===== src/rtl/aux_arb_pkg.sv =====
package aux_arb_pkg;

  typedef enum logic [1:0] {
    OWN_IDLE = 2'd0,
    OWN_HOST = 2'd1,
    OWN_MCU  = 2'd2
  } own_e;

  typedef enum logic [1:0] {
    SQ_IDLE   = 2'd0,
    SQ_RST_HI = 2'd1,
    SQ_RST_LO = 2'd2,
    SQ_CLAIM  = 2'd3
  } seq_e;

  // Host may take the channel: it already owns it, or the channel is idle
  // and the microcontroller is not taking it in the same cycle.
  function automatic logic host_may_take(own_e cur, logic mcu_take);
    return (cur == OWN_HOST) || ((cur == OWN_IDLE) && !mcu_take);
  endfunction

  // Next ownership value; the microcontroller has priority on an idle channel.
  function automatic own_e own_next(own_e cur, logic host_take, logic host_rel,
                                    logic mcu_take, logic mcu_give);
    own_e nxt;
    nxt = cur;
    if (cur == OWN_IDLE && mcu_take)       nxt = OWN_MCU;
    else if (host_take)                    nxt = OWN_HOST;
    else if (cur == OWN_HOST && host_rel)  nxt = OWN_IDLE;
    else if (cur == OWN_MCU && mcu_give)   nxt = OWN_IDLE;
    return nxt;
  endfunction

endpackage


===== src/rtl/aux_poll_timer.sv =====
module aux_poll_timer #(
  parameter int POLL_CYC = 125,
  parameter int POLL_MAX = 11
) (
  input  logic clk,
  input  logic rst_n,
  input  logic run,
  input  logic restart,
  output logic sample,
  output logic last
);
  localparam int TW = (POLL_CYC > 1) ? $clog2(POLL_CYC) : 1;
  localparam int PW = $clog2(POLL_MAX + 1);
  localparam logic [TW-1:0] TICK_END = TW'(POLL_CYC - 1);
  localparam logic [PW-1:0] POLL_END = PW'(POLL_MAX - 1);

  logic [TW-1:0] tick_q;
  logic [PW-1:0] poll_q;

  assign sample = run && (tick_q == TICK_END);
  assign last   = sample && (poll_q == POLL_END);

  always_ff @(posedge clk or negedge rst_n) begin
    if (!rst_n) begin
      tick_q <= '0;
      poll_q <= '0;
    end else if (!run || restart) begin
      tick_q <= '0;
      poll_q <= '0;
    end else if (sample) begin
      tick_q <= '0;
      poll_q <= poll_q + 1'b1;
    end else begin
      tick_q <= tick_q + 1'b1;
    end
  end

  assert_poll_bound_R5: assert property (@(posedge clk) disable iff (!rst_n)
    poll_q <= PW'(POLL_MAX));

  assert_tick_bound_R5: assert property (@(posedge clk) disable iff (!rst_n)
    tick_q <= TICK_END);

endmodule


===== src/rtl/aux_own_reg.sv =====
module aux_own_reg
  import aux_arb_pkg::*;
(
  input  logic clk,
  input  logic rst_n,
  input  logic claim,
  input  logic host_rel,
  input  logic mcu_take,
  input  logic mcu_give,
  output logic can_take,
  output own_e own_q
);
  logic host_take;

  assign can_take  = host_may_take(own_q, mcu_take);
  assign host_take = claim && can_take;

  always_ff @(posedge clk or negedge rst_n) begin
    if (!rst_n) own_q <= OWN_IDLE;
    else        own_q <= own_next(own_q, host_take, host_rel, mcu_take, mcu_give);
  end

  assert_enc_R1: assert property (@(posedge clk) disable iff (!rst_n)
    own_q != own_e'(2'd3));

  assert_mcu_take_R2: assert property (@(posedge clk) disable iff (!rst_n)
    (own_q == OWN_IDLE && mcu_take) |=> own_q == OWN_MCU);

  assert_mcu_hold_R2: assert property (@(posedge clk) disable iff (!rst_n)
    (own_q == OWN_MCU && !mcu_give) |=> own_q == OWN_MCU);

  assert_host_rel_R9: assert property (@(posedge clk) disable iff (!rst_n)
    (own_q == OWN_HOST && host_rel && !claim) |=> own_q == OWN_IDLE);

  assert_mcu_wins_R10: assert property (@(posedge clk) disable iff (!rst_n)
    (claim && own_q == OWN_IDLE && mcu_take) |=> own_q == OWN_MCU);

endmodule


===== src/rtl/aux_acq_seq.sv =====
module aux_acq_seq
  import aux_arb_pkg::*;
(
  input  logic clk,
  input  logic rst_n,
  input  logic host_req,
  input  logic rst_done,
  input  own_e own_q,
  input  logic can_take,
  input  logic sample,
  input  logic last,
  output logic run,
  output logic restart,
  output logic claim,
  output logic chan_rst,
  output logic chan_en,
  output logic host_grant,
  output logic host_refuse,
  output logic host_err
);
  seq_e st_q;
  logic hi_seen, lo_seen, timed_out;

  assign run       = (st_q == SQ_RST_HI) || (st_q == SQ_RST_LO);
  assign hi_seen   = (st_q == SQ_RST_HI) && sample && rst_done;
  assign lo_seen   = (st_q == SQ_RST_LO) && sample && !rst_done;
  assign timed_out = run && last && !hi_seen && !lo_seen;
  assign restart   = hi_seen;
  assign claim     = (st_q == SQ_CLAIM);

  always_ff @(posedge clk or negedge rst_n) begin
    if (!rst_n) begin
      st_q        <= SQ_IDLE;
      chan_rst    <= 1'b0;
      chan_en     <= 1'b0;
      host_grant  <= 1'b0;
      host_refuse <= 1'b0;
      host_err    <= 1'b0;
    end else begin
      host_grant  <= 1'b0;
      host_refuse <= 1'b0;
      host_err    <= 1'b0;
      unique case (st_q)
        SQ_IDLE: begin
          if (host_req) begin
            if (own_q == OWN_MCU) begin
              host_refuse <= 1'b1;
            end else if (!chan_en) begin
              chan_en  <= 1'b1;
              chan_rst <= 1'b1;
              st_q     <= SQ_RST_HI;
            end else begin
              st_q <= SQ_CLAIM;
            end
          end
        end
        SQ_RST_HI: begin
          if (hi_seen) begin
            chan_rst <= 1'b0;
            st_q     <= SQ_RST_LO;
          end
        end
        SQ_RST_LO: begin
          if (lo_seen) st_q <= SQ_CLAIM;
        end
        SQ_CLAIM: begin
          host_grant  <= can_take;
          host_refuse <= !can_take;
          st_q        <= SQ_IDLE;
        end
        default: st_q <= SQ_IDLE;
      endcase
      if (timed_out) begin
        chan_rst <= 1'b0;
        chan_en  <= 1'b0;
        host_err <= 1'b1;
        st_q     <= SQ_IDLE;
      end
    end
  end

  assert_en_with_rst_R4: assert property (@(posedge clk) disable iff (!rst_n)
    $rose(chan_rst) |-> chan_en);

  assert_abort_R7: assert property (@(posedge clk) disable iff (!rst_n)
    host_err |-> (!chan_rst && !chan_en && !host_grant));

  assert_abort_own_R7: assert property (@(posedge clk) disable iff (!rst_n)
    host_err |-> $stable(own_q));

  assert_refuse_R3: assert property (@(posedge clk) disable iff (!rst_n)
    host_refuse |-> !host_grant);

  assert_grant_status_R8: assert property (@(posedge clk) disable iff (!rst_n)
    host_grant |-> (own_q == OWN_HOST));

endmodule


===== src/rtl/aux_own_arb.sv =====
module aux_own_arb
  import aux_arb_pkg::*;
#(
  parameter int POLL_CYC = 125,
  parameter int POLL_MAX = 11
) (
  input  logic       clk,
  input  logic       rst_n,
  input  logic       host_req,
  input  logic       host_rel,
  input  logic       mcu_take,
  input  logic       mcu_give,
  input  logic       rst_done,
  output logic       chan_rst,
  output logic       chan_en,
  output logic [1:0] own_st,
  output logic       host_grant,
  output logic       host_refuse,
  output logic       host_err
);
  own_e own_q;
  logic can_take, claim, run, restart, sample, last;

  aux_poll_timer #(.POLL_CYC(POLL_CYC), .POLL_MAX(POLL_MAX)) u_timer (
    .clk(clk), .rst_n(rst_n), .run(run), .restart(restart),
    .sample(sample), .last(last)
  );

  aux_own_reg u_own (
    .clk(clk), .rst_n(rst_n), .claim(claim), .host_rel(host_rel),
    .mcu_take(mcu_take), .mcu_give(mcu_give), .can_take(can_take), .own_q(own_q)
  );

  aux_acq_seq u_seq (
    .clk(clk), .rst_n(rst_n), .host_req(host_req), .rst_done(rst_done),
    .own_q(own_q), .can_take(can_take), .sample(sample), .last(last),
    .run(run), .restart(restart), .claim(claim), .chan_rst(chan_rst),
    .chan_en(chan_en), .host_grant(host_grant), .host_refuse(host_refuse),
    .host_err(host_err)
  );

  assign own_st = own_q;

endmodule


===== config.mk =====
export PLATFORM = sky130hd
export DESIGN_NAME = aux_own_arb
export DESIGN_NICKNAME = d
export VERILOG_FILES = /design/src/rtl/aux_arb_pkg.sv /design/src/rtl/aux_poll_timer.sv /design/src/rtl/aux_own_reg.sv /design/src/rtl/aux_acq_seq.sv /design/src/rtl/aux_own_arb.sv
export SDC_FILE = /design/constraint.sdc
export NUM_CORES = 1
export LEC_CHECK = 0
export ABC_CLOCK_PERIOD_IN_PS = 2000
export BUFFER_PORTS_ARGS = -buffer_cell sky130_fd_sc_hd__buf_4
export CAP_MARGIN = 20
export CELL_PAD_IN_SITES_DETAIL_PLACEMENT = 1
export CELL_PAD_IN_SITES_GLOBAL_PLACEMENT = 2
export CORE_UTILIZATION = 34
export CTS_BUF_LIST = sky130_fd_sc_hd__clkbuf_8
export CTS_CLUSTER_DIAMETER = 100
export CTS_CLUSTER_SIZE = 30
export DETAILED_ROUTE_END_ITERATION = 16
export PLACE_DENSITY = 0.85
export SYNTH_ARGS = -nofsm -noshare
export SYNTH_HDL_FRONTEND = slang
export SYNTH_SLANG_ARGS = --single-unit

===== constraint.sdc =====
create_clock -name clk -period 2 [get_ports clk]
set_input_delay 0.2 -clock clk [delete_from_list [all_inputs] [get_ports clk]]
set_output_delay 0.2 -clock clk [all_outputs]
set_load 0.02 [all_outputs]

==> metrics.md <==
| Metric | Value |
|---|---|
| Run status | finished, final reports clean |
| First-pass GRT wire length | ~4700 um |
| H-Tree Depth | 1 |
| CP max FO | 4 |
| Final WS setup | around 0.018 ns |
| Comb pwr share | 5.8% |
| Layout area overhead | 31.53% |
| Per-cell routed wire length | approximately 15 um |
| Worst setup SP type | register |
| DR pass1 iterations | 3 |
| Critical Path Max Stage Delay | around 0.42 ns |
| DIE HEIGHT | 59.68 um |
| Final setup fails | 0 |
| Worst Path Arrival | 2.14 ns |
| Slew margin rel. | 77.56% |
| Root Buffer | clkbuf_8 |
| Placed cell areas | 0.001320 mm2 |
| PortBufs | 13 |
| Synth async-reset ratio | between 90% and 100% |
| Routed Antenna Nets | 0 |
| CTS Buf Count | 3 |
| Most common cell after layout, fill and taps aside | buf_4 |
| Die area | 0.003561 mm2 |
| EDFF count, synth | 0 |
| CP Cell Sequence | inv_2, ha_4, and2_4, a2111oi_4, o211ai_1, a22oi_2, mux2_4 |
| Predominant post-synthesis flop cell | dfrtp_1 |
| Fin. Hold Viols | 0 |
| Final Skew | approximately 0.0061 ns |
| Routed WL | between 2000 and 3000 um |
| Setup_tns | 0 ns |
| NetSw | between 150 and 200 uW |
| Cells after synthesis | between 100 and 150 |
| Clock transition at the registers of the reported paths | about 0.080 ns |
| Switching Fraction | 20.25% |
| Number of global-route vias before repair | 1,009 |
| Multi-input logic area | between 600 and 700 um2 |
| Final design utilization | 47.94% |
| Clk pwr share | about 47% |
| Slowest CP cell | dfrtp_2 |
| Core ar. | slightly above 0.003 mm2 |
| Leakage | roughly 0.00069 uW |
| Post-synth top area share | between 40% and 50% |
| Most frequent cells in the layout | buf_4, dfrtp_1, nor2_1 |
| Vias | approximately 900 |
| Post-synthesis area per instance | between 10 and 15 um2 |
| Largest net degree at the start of global routing | 21 |
| Pint | around 700 uW |
| Remaining DRCs | 0 |
| Initial antenna violation count | 0 |
| Highest clock rate | slightly above 500 MHz |
| Vias per inst | a little under 5 |
| DRT iter0 DRCs | 21 |
| Total track usage | around 18% |
| ANT cells | 0 |
| Flops & latches, synth | 20 |
| Fill count | between 300 and 400 |
| Hold crit path type | input pin to register |
| Sequential cell area | ~500 um2 |
| Max VDD drop | ~0.26 mV |
| Register area share after synthesis | 44.25% |
| I/O pin count | 14 |
| FP Rows | 20 |
| Crit path time final | 1.982 ns |
| CTS tree | yes |
| Final Wtd Congestion | around 0.8 |
| Die width | between 50 and 60 um |
| Worst-Margin Slew | 0.3366 ns |
| Finished Cell Area | between 0.001 and 0.0015 mm2 |
| Worst Setup End Kind | register |
| Max-cap viol count | 0 |
| WS Path Type | register to register |
| Area contributors post-synth | dfrtp_1, ha_1, nor2_1 |
| Share of layout cells above drive strength 1 | approximately a third |
| Overflow after GRT | 0 |
| WP data required | ~2.2 ns |
| Max Slew Vio Count | 0 |
| Period Utilization, post-route | 99.11% |
| CTS Buffer Depth | 2 |
| Cell taking the most area after synthesis | dfrtp_1 |
| Initial core utilization | between 30% and 40% |
| Seq pwr share | a little under half |
| Pre-CTS WS | -0.07377 ns |
| Yosys warning total | 0 |
| RSZ-0062 raised after global routing | yes |
| Worst-Skew Late Latency | 0.26 ns |
| Worst r2r src | u_seq.st_q[1] |
| Post-DP HPWL | around 1900 um |
| Pwr dens | about 590 mW/mm2 |
| Mapped Area | between 0.001 and 0.0015 mm2 |
| HP Start | mcu_give |
| Final nets | 157 |
| Unique masters post-synth | 35 |
| CP startpoint | u_seq.st_q[1] |
| Post-Syn Nets | about 130 |
| Clk sinks | 20 |
-- layer usage --
layer  track usage (%)  vias to the layer above  wire length (um)
met3             2.165                        4                73
met1             20.97                      452              1224
met5                 0                        -                 0
li1                  -                      438                 -
met4             7.973                        0                38
met2             32.22                       15              1378
-- metrics by stage --
stage	hold slack, ns	instances	total power, uW
finish	0.1032	184	873.7
global route	0.09784	184	911.4
CTS	0.09665	181	885.4
detailed placement	0.09921	173	472.9
global placement	0.09780	173	471.8
floorplan	-0.09559	112	442.1
-- power groups by stage --
stage	clock, uW	combinational [uW]	sequential [uW]
floorplan	0	16.6	426
global placement	0	50.2	422
detailed placement	0	50.7	422
CTS	419	52.6	414
global route	439	57.4	415
finish	408	51.1	414
-- synth_stat cells (all sizes together), types with 3 or more instances --
cell,number
nor2,13
and3,5
nand3,6
nor2b,4
dfrtp,20
inv,7
ha,9
xor2,4
nand2,8
o21ai,4
mux2i,3
a21oi,5
-- cell type report --
cell class                      instances  share of cell area (%)
Inverter                                7                   1.766
Clock buffer                            3                   2.775
Sequential cell                        20                   33.73
Timing Repair Buffer                   27                   13.79
Multi-Input combinational cell         82                   42.22
Tap cell                               44                   3.701
Clock inverter                          1                   2.018
-- registers in the layout (all words and copies together), names as in the netlist --
name               cells
u_seq.host_err         1
u_seq.st_q             2
u_seq.chan_rst         1
u_own.own_q            2
u_timer.poll_q         4
u_seq.host_grant       1
u_seq.chan_en          1
u_timer.tick_q         7
u_seq.host_refuse      1
-- repair_timing --
item,in CTS,in global routing
gates resized for setup,7,3
pin swaps,4,4
endpoints found under the hold margin,20,0
hold buffers,1,0
endpoints found under the setup margin,3,3
setup buffers,3,3
-- path summary, 6_finish.rpt --
kind	slack, ns	end	cells past startpoint
min in group asynchronous	0.35	u_seq.chan_rst	2
max in group asynchronous	1.42	u_seq.st_q[1]	2
worst max-delay path	0.02	u_seq.st_q[1]	7
worst min-delay path	0.10	u_own.own_q[1]	2
worst min register to register	0.53	u_timer.tick_q[0]	1
worst max register to register	0.02	u_seq.st_q[1]	7
-- cells by family after synthesis --
| logic type | share of synthesized area [%] |
|---|---|
| adders and majority gates | 9.956 |
| and+or+nand+nor | 19.80 |
| AOI/OAI and AO/OA | 14.38 |
| buffers and inverters | 3.761 |
| xor gates and xnor gates | 3.872 |
| muxes | 3.982 |
| DFF | 44.25 |
-- critical path: cells and delay by family, from the launching register on --
| kind | cells | cell delay (ns) |
|---|---|---|
| adders and majority gates | 1 | 0.15 |
| DFF | 1 | 0.42 |
| muxes | 1 | 0.32 |
| and+or+nand+nor | 1 | 0.14 |
| AOI/OAI and AO/OA | 3 | 0.77 |
| buffers and inverters | 1 | 0.07 |
Note: power is estimated with default switching activity, not from simulation.
